$ cat src/rtl/pbus8_pkg.sv
package pbus8_pkg;

  typedef enum logic [2:0] {
    PH_IDLE,
    PH_SETUP,
    PH_LOW,
    PH_HOLD,
    PH_GAP
  } phase_e;

  function automatic int ceil_div(input int num, input int den);
    return (num + den - 1) / den;
  endfunction

  function automatic int max2(input int a, input int b);
    return (a > b) ? a : b;
  endfunction

endpackage

$ cat src/rtl/pbus8_seq.sv
module pbus8_seq
  import pbus8_pkg::*;
#(
  parameter int CLK_NS         = 4,
  parameter int DC_SETUP_NS    = 10,
  parameter int WR_LOW_NS      = 60,
  parameter int WR_HIGH_NS     = 60,
  parameter int RD_LOW_NS      = 120,
  parameter int RD_HIGH_NS     = 60,
  parameter int CYCLE_NS       = 300,
  parameter int WDATA_SETUP_NS = 40,
  parameter int WDATA_HOLD_NS  = 7,
  parameter int ACCESS_NS      = 140,
  parameter int RELEASE_NS     = 70,
  parameter int CS_HOLD_NS     = 20
) (
  input  logic clk_i,
  input  logic rst_ni,
  input  logic req_valid_i,
  input  logic req_read_i,
  output logic req_ready_o,
  output logic cap_o,
  output logic cs_no,
  output logic wr_no,
  output logic rd_no,
  output logic oe_o
);

  localparam int SETUP_C = max2(1, ceil_div(DC_SETUP_NS, CLK_NS));
  localparam int WLOW_C  = max2(1, max2(ceil_div(WR_LOW_NS, CLK_NS),
                                        ceil_div(WDATA_SETUP_NS, CLK_NS)));
  // one extra clock so the sample edge falls strictly after the access time
  localparam int RLOW_C  = max2(ceil_div(RD_LOW_NS, CLK_NS), ceil_div(ACCESS_NS, CLK_NS) + 1);
  localparam int HOLD_C  = max2(1, max2(ceil_div(CS_HOLD_NS, CLK_NS),
                                        ceil_div(WDATA_HOLD_NS, CLK_NS)));
  localparam int CYC_C   = ceil_div(CYCLE_NS, CLK_NS);
  localparam int WGAP_C  = max2(1, max2(CYC_C - WLOW_C - HOLD_C - SETUP_C,
                                        ceil_div(WR_HIGH_NS, CLK_NS) - HOLD_C - SETUP_C));
  localparam int RGAP_C  = max2(1, max2(max2(CYC_C - RLOW_C - HOLD_C - SETUP_C,
                                             ceil_div(RD_HIGH_NS, CLK_NS) - HOLD_C - SETUP_C),
                                        ceil_div(RELEASE_NS, CLK_NS) - HOLD_C));
  localparam int MAX_C   = max2(max2(max2(SETUP_C, HOLD_C), max2(WLOW_C, RLOW_C)),
                                max2(WGAP_C, RGAP_C));
  localparam int CNT_W   = $clog2(MAX_C + 1);

  localparam logic [CNT_W-1:0] L_SETUP = CNT_W'(SETUP_C - 1);
  localparam logic [CNT_W-1:0] L_WLOW  = CNT_W'(WLOW_C - 1);
  localparam logic [CNT_W-1:0] L_RLOW  = CNT_W'(RLOW_C - 1);
  localparam logic [CNT_W-1:0] L_HOLD  = CNT_W'(HOLD_C - 1);
  localparam logic [CNT_W-1:0] L_WGAP  = CNT_W'(WGAP_C - 1);
  localparam logic [CNT_W-1:0] L_RGAP  = CNT_W'(RGAP_C - 1);

  phase_e           ph_q, ph_d;
  logic [CNT_W-1:0] cnt_q, cnt_d;
  logic             rd_q, rd_d;
  logic             cnt_zero, sel_d;

  assign cnt_zero    = (cnt_q == '0);
  assign req_ready_o = (ph_q == PH_IDLE);
  assign cap_o       = (ph_q == PH_LOW) && rd_q && cnt_zero;

  always_comb begin
    ph_d  = ph_q;
    cnt_d = cnt_q;
    rd_d  = rd_q;
    case (ph_q)
      PH_IDLE: if (req_valid_i) begin
        ph_d  = PH_SETUP;
        cnt_d = L_SETUP;
        rd_d  = req_read_i;
      end
      PH_SETUP: if (cnt_zero) begin
        ph_d  = PH_LOW;
        cnt_d = rd_q ? L_RLOW : L_WLOW;
      end else cnt_d = cnt_q - 1'b1;
      PH_LOW: if (cnt_zero) begin
        ph_d  = PH_HOLD;
        cnt_d = L_HOLD;
      end else cnt_d = cnt_q - 1'b1;
      PH_HOLD: if (cnt_zero) begin
        ph_d  = PH_GAP;
        cnt_d = rd_q ? L_RGAP : L_WGAP;
      end else cnt_d = cnt_q - 1'b1;
      PH_GAP: if (cnt_zero) ph_d = PH_IDLE;
              else cnt_d = cnt_q - 1'b1;
      default: ph_d = PH_IDLE;
    endcase
  end

  assign sel_d = (ph_d == PH_SETUP) || (ph_d == PH_LOW) || (ph_d == PH_HOLD);

  // pins registered from next phase so they change with the phase flops
  always_ff @(posedge clk_i or negedge rst_ni) begin
    if (!rst_ni) begin
      ph_q  <= PH_IDLE;
      cnt_q <= '0;
      rd_q  <= 1'b0;
      cs_no <= 1'b1;
      wr_no <= 1'b1;
      rd_no <= 1'b1;
      oe_o  <= 1'b0;
    end else begin
      ph_q  <= ph_d;
      cnt_q <= cnt_d;
      rd_q  <= rd_d;
      cs_no <= !sel_d;
      wr_no <= !((ph_d == PH_LOW) && !rd_d);
      rd_no <= !((ph_d == PH_LOW) && rd_d);
      oe_o  <= sel_d && !rd_d;
    end
  end

  assert_strobe_in_cs_R3: assert property (@(posedge clk_i) disable iff (!rst_ni)
    (!wr_no || !rd_no) |-> !cs_no);
  assert_excl_strobe_R11: assert property (@(posedge clk_i) disable iff (!rst_ni)
    !(!wr_no && !rd_no));
  assert_busy_after_accept_R2: assert property (@(posedge clk_i) disable iff (!rst_ni)
    (req_valid_i && req_ready_o) |=> !req_ready_o);
  assert_cap_ends_read_R10: assert property (@(posedge clk_i) disable iff (!rst_ni)
    cap_o |-> (!rd_no ##1 rd_no));

endmodule

$ cat src/rtl/pbus8_dpath.sv
module pbus8_dpath #(
  parameter int DW = 8
) (
  input  logic          clk_i,
  input  logic          rst_ni,
  input  logic          accept_i,
  input  logic          req_dc_i,
  input  logic [DW-1:0] req_wdata_i,
  input  logic          cap_i,
  input  logic [DW-1:0] bus_d_i,
  output logic          dc_o,
  output logic [DW-1:0] wdata_o,
  output logic          rsp_valid_o,
  output logic [DW-1:0] rsp_rdata_o
);

  always_ff @(posedge clk_i or negedge rst_ni) begin
    if (!rst_ni) begin
      dc_o        <= 1'b0;
      wdata_o     <= '0;
      rsp_valid_o <= 1'b0;
      rsp_rdata_o <= '0;
    end else begin
      if (accept_i) begin
        dc_o    <= req_dc_i;
        wdata_o <= req_wdata_i;
      end
      rsp_valid_o <= cap_i;
      if (cap_i) rsp_rdata_o <= bus_d_i;
    end
  end

  assert_rsp_single_R10: assert property (@(posedge clk_i) disable iff (!rst_ni)
    rsp_valid_o |=> !rsp_valid_o);

endmodule

$ cat src/rtl/pbus8_master.sv
module pbus8_master #(
  parameter int DW             = 8,
  parameter int CLK_NS         = 4,
  parameter int DC_SETUP_NS    = 10,
  parameter int WR_LOW_NS      = 60,
  parameter int WR_HIGH_NS     = 60,
  parameter int RD_LOW_NS      = 120,
  parameter int RD_HIGH_NS     = 60,
  parameter int CYCLE_NS       = 300,
  parameter int WDATA_SETUP_NS = 40,
  parameter int WDATA_HOLD_NS  = 7,
  parameter int ACCESS_NS      = 140,
  parameter int RELEASE_NS     = 70,
  parameter int CS_HOLD_NS     = 20
) (
  input  logic          clk_i,
  input  logic          rst_ni,
  input  logic          req_valid_i,
  output logic          req_ready_o,
  input  logic          req_read_i,
  input  logic          req_dc_i,
  input  logic [DW-1:0] req_wdata_i,
  output logic          rsp_valid_o,
  output logic [DW-1:0] rsp_rdata_o,
  output logic          bus_cs_no,
  output logic          bus_wr_no,
  output logic          bus_rd_no,
  output logic          bus_dc_o,
  output logic [DW-1:0] bus_d_o,
  output logic          bus_d_oe_o,
  input  logic [DW-1:0] bus_d_i
);

  logic cap;
  logic accept;

  assign accept = req_valid_i && req_ready_o;

  pbus8_seq #(
    .CLK_NS(CLK_NS), .DC_SETUP_NS(DC_SETUP_NS), .WR_LOW_NS(WR_LOW_NS),
    .WR_HIGH_NS(WR_HIGH_NS), .RD_LOW_NS(RD_LOW_NS), .RD_HIGH_NS(RD_HIGH_NS),
    .CYCLE_NS(CYCLE_NS), .WDATA_SETUP_NS(WDATA_SETUP_NS),
    .WDATA_HOLD_NS(WDATA_HOLD_NS), .ACCESS_NS(ACCESS_NS),
    .RELEASE_NS(RELEASE_NS), .CS_HOLD_NS(CS_HOLD_NS)
  ) u_seq (
    .clk_i       (clk_i),
    .rst_ni      (rst_ni),
    .req_valid_i (req_valid_i),
    .req_read_i  (req_read_i),
    .req_ready_o (req_ready_o),
    .cap_o       (cap),
    .cs_no       (bus_cs_no),
    .wr_no       (bus_wr_no),
    .rd_no       (bus_rd_no),
    .oe_o        (bus_d_oe_o)
  );

  pbus8_dpath #(.DW(DW)) u_dpath (
    .clk_i       (clk_i),
    .rst_ni      (rst_ni),
    .accept_i    (accept),
    .req_dc_i    (req_dc_i),
    .req_wdata_i (req_wdata_i),
    .cap_i       (cap),
    .bus_d_i     (bus_d_i),
    .dc_o        (bus_dc_o),
    .wdata_o     (bus_d_o),
    .rsp_valid_o (rsp_valid_o),
    .rsp_rdata_o (rsp_rdata_o)
  );

  assert_no_drive_in_read_R9: assert property (@(posedge clk_i) disable iff (!rst_ni)
    !bus_rd_no |-> !bus_d_oe_o);
  assert_dc_held_R3: assert property (@(posedge clk_i) disable iff (!rst_ni)
    (!bus_cs_no && $past(!bus_cs_no)) |-> $stable(bus_dc_o));
  assert_wdata_held_R7: assert property (@(posedge clk_i) disable iff (!rst_ni)
    (bus_d_oe_o && $past(bus_d_oe_o)) |-> $stable(bus_d_o));
  assert_rsp_on_rd_rise_R10: assert property (@(posedge clk_i) disable iff (!rst_ni)
    rsp_valid_o |-> $rose(bus_rd_no));

endmodule

$ cat config.mk
export PLATFORM = sky130hd
export DESIGN_NAME = pbus8_master
export DESIGN_NICKNAME = d
export VERILOG_FILES = /design/src/rtl/pbus8_pkg.sv /design/src/rtl/pbus8_seq.sv /design/src/rtl/pbus8_dpath.sv /design/src/rtl/pbus8_master.sv
export SDC_FILE = /design/constraint.sdc
export NUM_CORES = 1
export LEC_CHECK = 0
export BUFFER_PORTS_ARGS = -buffer_cell sky130_fd_sc_hd__buf_4
export CORE_MARGIN = 10
export CORE_UTILIZATION = 35
export CTS_BUF_LIST = sky130_fd_sc_hd__clkbuf_8 sky130_fd_sc_hd__clkbuf_16
export CTS_CLUSTER_SIZE = 28
export DETAILED_ROUTE_END_ITERATION = 10
export GPL_ROUTABILITY_DRIVEN = 1
export SLEW_MARGIN = 20
export SYNTH_ARGS = -nofsm -noshare
export SYNTH_HDL_FRONTEND = slang
export SYNTH_SLANG_ARGS = --single-unit
$ cat constraint.sdc
create_clock -name clk_i -period 2.5 [get_ports clk_i]
set_clock_uncertainty 0.1 [all_clocks]
set_input_delay 0.25 -clock clk_i [delete_from_list [all_inputs] [get_ports clk_i]]
set_output_delay 0.25 -clock clk_i [all_outputs]
set_load 0.005 [all_outputs]
==> results of run 1 <==
[where the power goes]
group | switching, mW | leakage (nW) | internal [mW] | total (mW)
sequential | 0.158 | 0.376 | 0.677 | 0.835
clock | 0.212 | 0.0455 | 0.194 | 0.405
combinational | 0.394 | 0.590 | 0.445 | 0.839
total | 0.764 | 1.01 | 1.32 | 2.08
[layout make-up]
type | instances | area [sq um] | area share
multi-input combinational | 118 | 873.3 | 0.3913
sequential | 32 | 804.5 | 0.3604
timing repair buffer | 48 | 362.8 | 0.1626
tap | 67 | 83.83 | 0.03756
clock buffer | 5 | 68.82 | 0.03083
clock inverter | 3 | 20.02 | 0.008969
inverter | 5 | 18.77 | 0.008408
[through the flow]
step                std cells  utilization  area [sq um]
CTS                       278       0.4695          2232
global route              278       0.4695          2232
detailed placement        269       0.4487          2133
global placement          269       0.4487          2133
finish                    278       0.4695          2232
floorplan                 164            -          1738
[critical path: stages, from the launching register on]
cell                      delay, ns
sky130_fd_sc_hd__dfrtp_1       0.41
sky130_fd_sc_hd__inv_1         0.09
sky130_fd_sc_hd__ha_1          0.26
sky130_fd_sc_hd__or3b_4        0.46
sky130_fd_sc_hd__nor2_8        0.18
sky130_fd_sc_hd__nand4_4       0.20
sky130_fd_sc_hd__mux2_2        0.32
[metal layers]
layer,routed length [um],up-vias,GRT usage
met3,494,8,0.06068
met4,61,0,0.03846
met1,2036,668,0.1319
li1,-,690,-
met2,1820,59,0.1593
met5,0,-,0
[worst min path at each step]
stage	slack [ns]	start	endpoint	depth (start not counted)
6_report	0.09	bus_d_i[5]	u_dpath.rsp_rdata_o[5]$_DFFE_PN0P_	2
5_1_grt	0.08	bus_d_i[6]	u_dpath.rsp_rdata_o[6]$_DFFE_PN0P_	2
4_1_cts	0.08	bus_d_i[5]	u_dpath.rsp_rdata_o[5]$_DFFE_PN0P_	2
3_5_place_dp	0.12	rst_ni	u_seq.cnt_q[5]$_DFFE_PN0P_	1
3_3_place_gp	0.12	rst_ni	u_seq.cnt_q[5]$_DFFE_PN0P_	1
2_1_floorplan	-0.15	rst_ni	u_dpath.dc_o$_DFFE_PN0P_	0
[sequential cells by signal, summed over array words and instances (netlist names)]
signal / cells
u_seq.cs_no: 1
u_dpath.rsp_rdata_o: 8
u_dpath.rsp_valid_o: 1
u_seq.cnt_q: 6
u_seq.oe_o: 1
u_dpath.wdata_o: 8
u_dpath.dc_o: 1
u_seq.rd_no: 1
u_seq.ph_q: 3
u_seq.rd_q: 1
u_seq.wr_no: 1
[logic make-up (layout without fill, tap and decap cells)]
logic type      after synthesis  in the layout  share of synthesized area
simple gates                 55             55                     0.1987
compound gates               41             41                     0.1627
flops                        32             32                     0.4629
mux                          18             18                     0.1166
buf+inv                      14             61                    0.03455
fa+ha+maj                     2              2                    0.01440
xor+xnor                      2              2                    0.01008
[layout by cell type, fill, tap and decap left out, drive strengths merged, types with 2 or more instances in the layout]
cell type and instances:
nand2 9, or3b 2, a211o 3, o21ai 8, xnor2 2, buf 47
a211oi 3, dfrtp 29, a32oi 2, a21o 2, inv 6, a221oi 3
o221ai 2, a21oi 9, nor4 2, dfstp 3, ha 2, nand3b 2
o22ai 2, clkbuf 5, nand2b 6, nand3 3, nor3 6, nor2 11
nor2b 4, mux2 18, or2 3
[timing repair]
action / in CTS / in global routing
endpoints found under the hold margin: 29 / 0
hold buffers: 1 / 0
setup endpoints to repair: 0 / 0
==> qor_table.md, run 1 <==
| Item | Value | Unit |
|---|---|---|
| Status | complete, no violations | - |
| Count of unresolved DRC violations after routing | 0 | - |
| Number of antenna cells inserted | 0 | - |
| Layout filler cell count | 492 | - |
| Ratio of final minimum period to clock period | 0.8572 | - |
| Max Fclk | 466.7 | MHz |
| Total global routing track utilization | 0.1094 | - |
| Flip-flop and latch count after synthesis | 32 | - |
| Crit Path Category | flop to flop | - |
| Most used DFF post-synth | sky130_fd_sc_hd__dfrtp_1 | - |
| Overall Power | 2.080 | mW |
| Power density of the placed cells | 931.6 | nW/um^2 |
| Yosys top cell area share | 0.4176 | - |
| Sum of routed wire length over all layers | 4413 | um |
| Number of nets still failing antenna checks after routing | 0 | - |
| Worst R2R Setup Slack | 0.36 | ns |
| Maximum vdd drop | 0.4529 | mV |
| Reg2reg path depth | 6 | - |
| Biggest area consumer among synthesized cells | sky130_fd_sc_hd__dfrtp_1 | - |
| Share of synthesized flip-flops with an asynchronous set or reset | 1.000 | - |
| Arrival time at the worst endpoint | 2.22 | ns |
| Fraction of final layout cells with drive strength greater than 1 | 0.3934 | - |
| Post-synth design cell area | 1738 | sq um |
| Largest net degree at the start of global routing | 33 | - |
| Clock root buffer master | sky130_fd_sc_hd__clkbuf_8 | - |
| Place WS | 0.3460 | ns |
| PnR worst setup slack | 0.3571 | ns |
| CP endpoint kind | flop | - |
| Element type at the critical path start | flop | - |
| P&R area growth vs syn | 28.44 | % |
| Critical path launch point | u_seq.cnt_q[0]$_DFFE_PN0P_ | - |
| Global-route wire length before repair | 7403 | um |
| RSZ-0062 raised after global routing | no | - |
| Fin Setup TNS | 0 | ns |
| Post-CTS resize count | 0 | - |
| Post-synthesis cell type count | 45 | - |
| Tmin final | 2.143 | ns |
| DIE WIDTH | 90.47 | um |
| Clock latency on the worst-skew pair | 0.29 | ns |
| Number of vias per cell after detailed routing | 5.126 | - |
| Net count of the mapped netlist | 187 | - |
| Number of antenna violations at the first check in global routing | 0 | - |
| Post-synthesis sequential area ratio | 0.4629 | - |
| Worst r2r dst | u_dpath.rsp_rdata_o[2]$_DFFE_PN0P_ | - |
| Most frequent cell after synthesis | sky130_fd_sc_hd__dfrtp_1 | - |
| Die outline height | 90.47 | um |
| Number of setup buffers added after CTS | 0 | - |
| Routed vias | 1425 | - |
| Highest net fanout along the worst path | 9 | - |
| Top Ports | 44 | - |
| Per-cell routed wire length | 15.87 | um |
| Initial cell density of the core | 0.3655 | - |
| Class of the tightest hold or removal check | input pin to flop | - |
| Number of flops mapped to enable cells by yosys | 0 | - |
| Synth warnings | 0 | - |
| Detailed Place HPWL | 3184 | um |
| Total setup violations reported at the end of the flow | 0 | - |
| Placeable Area | 4755 | sq um |
| Max capacitance violation total | 0 | - |
| Number of standard-cell rows in the floorplan | 25 | - |
| Average cell area after synthesis | 10.60 | sq um |
| Post-Synthesis Cells | 164 | - |
| Via count of the first global-routing pass | 1460 | - |
| Number of nets in the finished design | 233 | - |
| TritonCTS clock tree | yes | - |
| Maximum count of clock buffers along a single path | 2 | - |
| Required time at the endpoint of the critical path | 2.58 | ns |
| Relative slew slack | 0.5800 | - |
| GR Overflow Total | 0 | - |
| Leakage power | 1.012 | nW |
| Clock slew seen by the registers of the worst setup and hold paths | 0.07 | ns |
| Htree depth | 2 | - |
| Cell types with the largest area share after synthesis | sky130_fd_sc_hd__dfrtp_1 (42%), sky130_fd_sc_hd__mux2_2 (12%), sky130_fd_sc_hd__dfstp_2 (4.5%) | - |
| Inserted Clock Buffers | 5 | - |
| Die ar. | 8184 | sq um |
| Initial DRC count | 68 | - |
| Weighted congestion reported at the end of routability-driven placement | 0.8008 | - |
| Beginning of the worst register-to-register path | u_seq.cnt_q[0]$_DFFE_PN0P_ | - |
| Number of slew-limit violations in the final report | 0 | - |
| First-pass DRT Iterations | 4 | - |
| CP endpoint | u_dpath.rsp_rdata_o[2]$_DFFE_PN0P_ | - |
| List of most frequent post-synthesis cells | sky130_fd_sc_hd__dfrtp_1 (29), sky130_fd_sc_hd__mux2_2 (18), sky130_fd_sc_hd__a21oi_1 (9), sky130_fd_sc_hd__nand2_1 (9), sky130_fd_sc_hd__nor2_1 (9) | - |
| TritonCTS sink count | 32 | - |
| Worst Max-Slew Pin Slew | 0.6286 | ns |
| Final hold violations | 0 | - |
| Final hold slack | 0.08947 | ns |
| Port Buf Inserts | 43 | - |
No activity file was read; power rests on OpenSTA's default activity.
==> inputs of run 2 (changes only) <==
--- a/config.mk
+++ b/config.mk
@@ -8,7 +8,7 @@
 export BUFFER_PORTS_ARGS = -buffer_cell sky130_fd_sc_hd__buf_4
 export CORE_MARGIN = 10
 export CORE_UTILIZATION = 35
-export CTS_BUF_LIST = sky130_fd_sc_hd__clkbuf_8 sky130_fd_sc_hd__clkbuf_16
+export CTS_BUF_LIST = sky130_fd_sc_hd__clkbuf_8
 export CTS_CLUSTER_SIZE = 28
 export DETAILED_ROUTE_END_ITERATION = 10
 export GPL_ROUTABILITY_DRIVEN = 1
==> constraint.sdc (replaced) <==
create_clock -name clk_i -period 2.66 [get_ports clk_i]
set_clock_uncertainty 0.1 [all_clocks]
set_input_delay 0.266 -clock clk_i [delete_from_list [all_inputs] [get_ports clk_i]]
set_output_delay 0.266 -clock clk_i [all_outputs]
set_load 0.005 [all_outputs]
==> qor_table.md, run 2 (same netlist as run 1, synthesis figures left out) <==
| Item | Value | Unit | Change |
|---|---|---|---|
| Status | complete, no violations | - | unchanged |
| P&R area growth vs syn | 29.09 | % | was 28.44% |
| Htree depth | 2 | - | unchanged |
| RSZ-0062 raised after global routing | no | - | unchanged |
| Slowest cell delay on critical path | 0.47 | ns | was 0.46 ns |
| Clock latency on the worst-skew pair | 0.28 | ns | was 0.29 ns |
| First-pass DRT Iterations | 4 | - | unchanged |
| Number of hold-repair buffers added at the cts stage | 1 | - | unchanged |
| Via count of the first global-routing pass | 1496 | - | was 1460 |
| Port Buf Inserts | 43 | - | unchanged |
| Post-CTS resize count | 0 | - | unchanged |
| Routed vias | 1418 | - | was 1425 |
| Layout filler cell count | 484 | - | was 492 |
| Total setup violations reported at the end of the flow | 0 | - | unchanged |
| Power density of the placed cells | 883.9 | nW/um^2 | was 931.6 nW/um^2 |
| TritonCTS sink count | 32 | - | unchanged |
| Die ar. | 8184 | sq um | unchanged |
| Number of antenna violations at the first check in global routing | 0 | - | unchanged |
| DIE WIDTH | 90.47 | um | unchanged |
| Count of unresolved DRC violations after routing | 0 | - | unchanged |
| Kind of cell adding the most delay to the critical path | simple AND/OR/NAND/NOR gates | - | unchanged |
| Total global routing track utilization | 0.1069 | - | was 0.1094 |
| PnR worst setup slack | 0.4972 | ns | was 0.3571 ns |
| Required time at the endpoint of the critical path | 2.73 | ns | was 2.58 ns |
| Slowest cell on crit path | sky130_fd_sc_hd__or3b_4 | - | unchanged |
| Placeable Area | 4755 | sq um | unchanged |
| Per-cell routed wire length | 15.43 | um | was 15.87 um |
| Sum of routed wire length over all layers | 4289 | um | was 4413 um |
| Clock slew seen by the registers of the worst setup and hold paths | 0.07 | ns | about the same |
| Relative slew slack | 0.6649 | - | was 0.5800 |
| Inserted Clock Buffers | 5 | - | unchanged |
| Number of antenna cells inserted | 0 | - | unchanged |
| Max capacitance violation total | 0 | - | unchanged |
| Commonest cells after routing, fill and taps aside | sky130_fd_sc_hd__buf_4 (47), sky130_fd_sc_hd__dfrtp_1 (29), sky130_fd_sc_hd__mux2_2 (18) | - | unchanged |
| Number of standard-cell rows in the floorplan | 25 | - | unchanged |
| Clock root buffer master | sky130_fd_sc_hd__clkbuf_8 | - | unchanged |
| Number of slew-limit violations in the final report | 0 | - | unchanged |
| Largest registers in the final layout | u_dpath.rsp_rdata_o (8), u_dpath.wdata_o (8), u_seq.cnt_q (6) | - | unchanged |
| Crit path cell chain | inv_1, ha_1, or3b_4, nor2_8, nand4_4, mux2_2 | - | unchanged |
| Worst path bufs/invs | 1 | - | unchanged |
| Initial cell density of the core | 0.3655 | - | unchanged |
| Maximum vdd drop | 0.5287 | mV | was 0.4529 mV |
| CP endpoint kind | flop | - | unchanged |
| Commonest non-fill, non-tap cell in the layout | sky130_fd_sc_hd__buf_4 | - | unchanged |
| Top Ports | 44 | - | unchanged |
| Die outline height | 90.47 | um | unchanged |
| Maximum count of clock buffers along a single path | 2 | - | unchanged |
| Number of setup buffers added after CTS | 0 | - | unchanged |
| Number of nets in the finished design | 233 | - | unchanged |
| Tmin final | 2.163 | ns | was 2.143 ns |
| Initial DRC count | 93 | - | was 68 |
| Highest net fanout along the worst path | 9 | - | unchanged |
| Weighted congestion reported at the end of routability-driven placement | 0.8052 | - | was 0.8008 |
| Crit Path Category | flop to flop | - | unchanged |
| Fraction of final layout cells with drive strength greater than 1 | 0.3934 | - | unchanged |
| Place WS | 0.5169 | ns | was 0.3460 ns |
| Detailed Place HPWL | 3180 | um | was 3184 um |
| Number of nets still failing antenna checks after routing | 0 | - | unchanged |
| Class of the tightest hold or removal check | input pin to flop | - | unchanged |
| Worst Max-Slew Pin Slew | 0.5015 | ns | was 0.6286 ns |
| Element type at the critical path start | flop | - | unchanged |
| GR Overflow Total | 0 | - | unchanged |
| Arrival time at the worst endpoint | 2.23 | ns | was 2.22 ns |
| Fin Setup TNS | 0 | ns | unchanged |
| Max Fclk | 462.4 | MHz | was 466.7 MHz |
| Ratio of final minimum period to clock period | 0.8131 | - | was 0.8572 |
| Largest net degree at the start of global routing | 33 | - | unchanged |
| Final hold violations | 0 | - | unchanged |
| Number of vias per cell after detailed routing | 5.101 | - | was 5.126 |
| Leakage power | 1.022 | nW | was 1.012 nW |
| Global-route wire length before repair | 7272 | um | was 7403 um |
| TritonCTS clock tree | yes | - | unchanged |
-- run 2: changes by cell type in the layout (fill, tap and decap cells not counted) --
cell,change
sky130_fd_sc_hd__clkinvlp_4,-1
sky130_fd_sc_hd__clkinv_4,-1
sky130_fd_sc_hd__clkbuf_8,+2
-- run 2: path summary, 6_finish.rpt --
kind,start,endpoint,slack [ns],cells past startpoint
worst max-delay path,u_seq.cnt_q[0]$_DFFE_PN0P_,u_dpath.rsp_rdata_o[5]$_DFFE_PN0P_,0.50,6
worst min-delay path,req_wdata_i[5],u_dpath.wdata_o[5]$_DFFE_PN0P_,0.11,2
worst max register to register,u_seq.cnt_q[0]$_DFFE_PN0P_,u_dpath.rsp_rdata_o[5]$_DFFE_PN0P_,0.50,6
worst min register to register,u_dpath.rsp_rdata_o[5]$_DFFE_PN0P_,u_dpath.rsp_rdata_o[5]$_DFFE_PN0P_,0.40,1
max in group asynchronous,rst_ni,u_seq.wr_no$_DFF_PN1_,1.78,2
min in group asynchronous,rst_ni,u_seq.cnt_q[5]$_DFFE_PN0P_,0.35,2
-- run 2: metrics by stage --
stage,total power [mW],hold slack [ns],instances,instance area [sq um],util
2_1_floorplan,1.290,-0.1296,164,1738,-
3_3_place_gp,1.580,0.1356,269,2133,0.4487
3_5_place_dp,1.581,0.1349,269,2133,0.4487
4_1_cts,2.002,0.1042,278,2243,0.4718
5_1_grt,2.135,0.09950,278,2243,0.4718
6_report,1.983,0.1110,278,2243,0.4718
-- run 2: worst register-to-register path: stages (launching register included) --
cell and delay (ns):
sky130_fd_sc_hd__dfrtp_1 0.42, sky130_fd_sc_hd__inv_1 0.10, sky130_fd_sc_hd__ha_1 0.27, sky130_fd_sc_hd__or3b_4 0.47, sky130_fd_sc_hd__nor2_8 0.17, sky130_fd_sc_hd__nand4_4 0.21
sky130_fd_sc_hd__mux2_2 0.32
-- run 2: area by class of cell --
cell class              instances  area (sq um)  area share
multi-input cells             118         873.3      0.3893
flip-flops and latches         32         804.5      0.3586
repair buffers                 48         362.8      0.1617
clock buffers                   7         96.34     0.04294
well taps                      67         83.83     0.03737
inverters                       5         18.77    0.008366
clock inverters                 1         3.754    0.001673
-- run 2: power breakdown --
group	switching (mW)	total, mW	internal [mW]
Clock	0.180	0.412	0.232
Combinational	0.367	0.785	0.418
Sequential	0.149	0.786	0.637
-- run 2: metal layers --
metal / vias to the layer above / global-route usage / part of all wire / wire (um)
li1: 695 / - / - / -
met1: 643 / 0.1306 / 0.45 / 1933
met2: 70 / 0.1460 / 0.41 / 1756
met3: 10 / 0.06484 / 0.12 / 528
met4: 0 / 0.04509 / 0.016 / 70
met5: - / 0 / 0 / 0
==> inputs of run 3 (changes only) <==
==> constraint.sdc (replaced) <==
create_clock -name clk_i -period 1.8 [get_ports clk_i]
set_clock_uncertainty 0.1 [all_clocks]
set_input_delay 0.18 -clock clk_i [delete_from_list [all_inputs] [get_ports clk_i]]
set_output_delay 0.18 -clock clk_i [all_outputs]
set_load 0.005 [all_outputs]
==> qor_table.md, run 3 (same netlist as run 1, synthesis figures left out) <==
| Item | Value | Unit | Change |
|---|---|---|---|
| Total global routing track utilization | 0.1171 | - | was 0.1069 |
| Maximum count of clock buffers along a single path | 2 | - | unchanged |
| Top Ports | 44 | - | unchanged |
| Total setup violations reported at the end of the flow | 12 | - | was 0 |
| CP endpoint kind | flop | - | unchanged |
| Per-cell routed wire length | 15.23 | um | was 15.43 um |
| Net load switching power | 1.143 | mW | was 0.6958 mW |
| Detailed Place HPWL | 3382 | um | was 3180 um |
| Global-route wire length before repair | 7990 | um | was 7272 um |
| Final instance count without filler cells | 302 | - | was 278 |
| Clock root buffer master | sky130_fd_sc_hd__clkbuf_8 | - | unchanged |
| Leakage power | 1.125 | nW | was 1.022 nW |
| Largest net degree at the start of global routing | 33 | - | unchanged |
| Final design utilization | 0.5195 | - | was 0.4718 |
| Max capacitance violation total | 0 | - | unchanged |
| Clock slew seen by the registers of the worst setup and hold paths | 0.08 | ns | was 0.07 ns |
| Weighted congestion reported at the end of routability-driven placement | 0.8382 | - | was 0.8052 |
| Violated checks | setup timing | - |  |
| Routed vias | 1550 | - | was 1418 |
| Placeable Area | 4755 | sq um | unchanged |
| Layout filler cell count | 457 | - | was 484 |
| TritonCTS sink count | 32 | - | unchanged |
| Status | finished with violations | - | was complete, no violations |
| Switching power as a share of total power | 0.3585 | - | was 0.3509 |
| Cell internal pwr | 2.045 | mW | was 1.287 mW |
| Crit Path Category | flop to flop | - | unchanged |
| Number of vias per cell after detailed routing | 5.132 | - | was 5.101 |
| Inserted Clock Buffers | 5 | - | unchanged |
| Initial DRC count | 131 | - | was 93 |
| Number of antenna violations at the first check in global routing | 0 | - | unchanged |
| Via count of the first global-routing pass | 1625 | - | was 1496 |
| Die outline height | 90.47 | um | unchanged |
| Power density of the placed cells | 1291 | nW/um^2 | was 883.9 nW/um^2 |
| PnR worst setup slack | -0.05744 | ns | was 0.4972 ns |
| Largest registers in the final layout | u_dpath.rsp_rdata_o (8), u_dpath.wdata_o (8), u_seq.cnt_q (6) | - | unchanged |
| Number of nets still failing antenna checks after routing | 0 | - | unchanged |
| Count of unresolved DRC violations after routing | 0 | - | unchanged |
| Relative slew slack | 0.7104 | - | was 0.6649 |
| Number of standard-cell rows in the floorplan | 25 | - | unchanged |
| Cell total after placement | 286 | - | was 269 |
| Number of slew-limit violations in the final report | 0 | - | unchanged |
| Port Buf Inserts | 43 | - | unchanged |
| Arrival time at the worst endpoint | 1.96 | ns | was 2.23 ns |
| Proportion of power drawn by combinational gates | 0.481 | - | was 0.396 |
| Ratio of final minimum period to clock period | 1.032 | - | was 0.8131 |
| Maximum vdd drop | 0.7048 | mV | was 0.5287 mV |
| Number of antenna cells inserted | 0 | - | unchanged |
| Commonest non-fill, non-tap cell in the layout | sky130_fd_sc_hd__buf_4 | - | unchanged |
| Required time at the endpoint of the critical path | 1.90 | ns | was 2.73 ns |
| Final hold violations | 0 | - | unchanged |
| Die ar. | 8184 | sq um | unchanged |
| First-pass DRT Iterations | 4 | - | unchanged |
| Fraction of final layout cells with drive strength greater than 1 | 0.4936 | - | was 0.3934 |
| Clock latency on the worst-skew pair | 0.28 | ns | about the same |
| Sum of routed wire length over all layers | 4599 | um | was 4289 um |
| RSZ-0062 raised after global routing | yes | - | was no |
| Tmin final | 1.857 | ns | was 2.163 ns |
| Initial cell density of the core | 0.3655 | - | unchanged |
| Clock share of power | 0.175 | - | was 0.208 |
| Element type at the critical path start | flop | - | unchanged |
| Place WS | -0.1017 | ns | was 0.5169 ns |
| Fraction of power consumed by sequential logic | 0.344 | - | was 0.396 |
| Highest net fanout along the worst path | 5 | - | was 9 |
| P&R area growth vs syn | 42.12 | % | was 29.09% |
| Number of nets in the finished design | 257 | - | was 233 |
| Class of the tightest hold or removal check | input pin to flop | - | unchanged |
| Max Fclk | 538.4 | MHz | was 462.4 MHz |
| TritonCTS clock tree | yes | - | unchanged |
| DIE WIDTH | 90.47 | um | unchanged |
| Worst Max-Slew Pin Slew | 0.4334 | ns | was 0.5015 ns |
| GR Overflow Total | 0 | - | unchanged |
| Htree depth | 2 | - | unchanged |
| Commonest cells after routing, fill and taps aside | sky130_fd_sc_hd__buf_4 (69), sky130_fd_sc_hd__dfrtp_1 (29), sky130_fd_sc_hd__mux2_2 (18) | - | was sky130_fd_sc_hd__buf_4 (47), sky130_fd_sc_hd__dfrtp_1 (29), sky130_fd_sc_hd__mux2_2 (18) |
==> run 3: cell count changes in the layout (fill, tap and decap cells not counted), sizes merged <==
cell / delta
buf: +23
clkinv: +1
clkbuf: -2
nand4: +1
clkinvlp: +1
==> run 3: area by class of cell <==
| type | instances | area, sq um | share of cell area |
|---|---|---|---|
| Clock buffer | 5 | 68.82 | 0.02786 |
| Clock inverter | 3 | 20.02 | 0.008105 |
| Inverter | 5 | 18.77 | 0.007599 |
| Multi-Input combinational cell | 119 | 934.6 | 0.3784 |
| Sequential cell | 32 | 804.5 | 0.3257 |
| Tap cell | 67 | 83.83 | 0.03394 |
| Timing Repair Buffer | 71 | 539.3 | 0.2183 |
==> run 3: metal layers <==
layer  global-route usage  share of wire  up-vias
met5                    0              0        -
met4              0.03050          0.012        0
met3              0.06983           0.12        8
met2               0.1695           0.44       57
met1               0.1431           0.42      741
li1                     -              -      744
==> run 3: worst paths after layout <==
kind,from,endpoint,slack (ns),cells after the start
min in group asynchronous,rst_ni,u_seq.cnt_q[2]$_DFFE_PN0P_,0.27,2
worst min register to register,u_dpath.rsp_rdata_o[7]$_DFFE_PN0P_,u_dpath.rsp_rdata_o[7]$_DFFE_PN0P_,0.41,1
worst max-delay path,u_seq.cnt_q[1]$_DFFE_PN0P_,u_seq.cnt_q[4]$_DFFE_PN0P_,-0.06,5
worst max register to register,u_seq.cnt_q[1]$_DFFE_PN0P_,u_seq.cnt_q[4]$_DFFE_PN0P_,-0.06,5
max in group asynchronous,rst_ni,u_seq.cs_no$_DFF_PN1_,0.99,2
worst min-delay path,bus_d_i[0],u_dpath.rsp_rdata_o[0]$_DFFE_PN0P_,0.02,2
==> run 3: worst max-delay path, cell delays in order (launching register included) <==
cell and delay [ns]:
sky130_fd_sc_hd__dfrtp_1 0.39, sky130_fd_sc_hd__inv_2 0.09, sky130_fd_sc_hd__ha_2 0.19, sky130_fd_sc_hd__or3b_4 0.40, sky130_fd_sc_hd__or4_1 0.40, sky130_fd_sc_hd__a32oi_1 0.20
==> run 3: power by group through the flow <==
stage                     Sequential [mW]  Combinational (mW)  Clock, mW
after global placement               1.10                1.44          0
after floorplan                      1.09               0.831          0
after CTS                            1.10                1.52      0.576
final                                1.10                1.53      0.558
after global routing                 1.13                1.72      0.610
after detailed placement             1.10                1.44          0
==> run 3: metrics by stage <==
stage          setup TNS [ns]  power [mW]  instance area (sq um)  hold WS, ns
2_1_floorplan          -1.080       1.922                   1748      -0.2156
3_3_place_gp          -0.6781       2.538                   2271      0.04475
3_5_place_dp           -1.057       2.538                   2271      0.04816
4_1_cts               -0.5532       3.199                   2444      0.01589
5_1_grt                -1.292       3.452                   2470      0.01303
6_report              -0.3911       3.189                   2470      0.01969
==> run 3: timing repair <==
| action | CTS | global route |
|---|---|---|
| gates resized for setup | 7 | 2 |
| hold buffers | 1 | 0 |
| setup endpoints to repair | 14 | 14 |
| endpoints found under the hold margin | 29 | 0 |
| setup buffers | 4 | 2 |
| pin swaps | 1 | 3 |
| gates cloned | 1 | 0 |
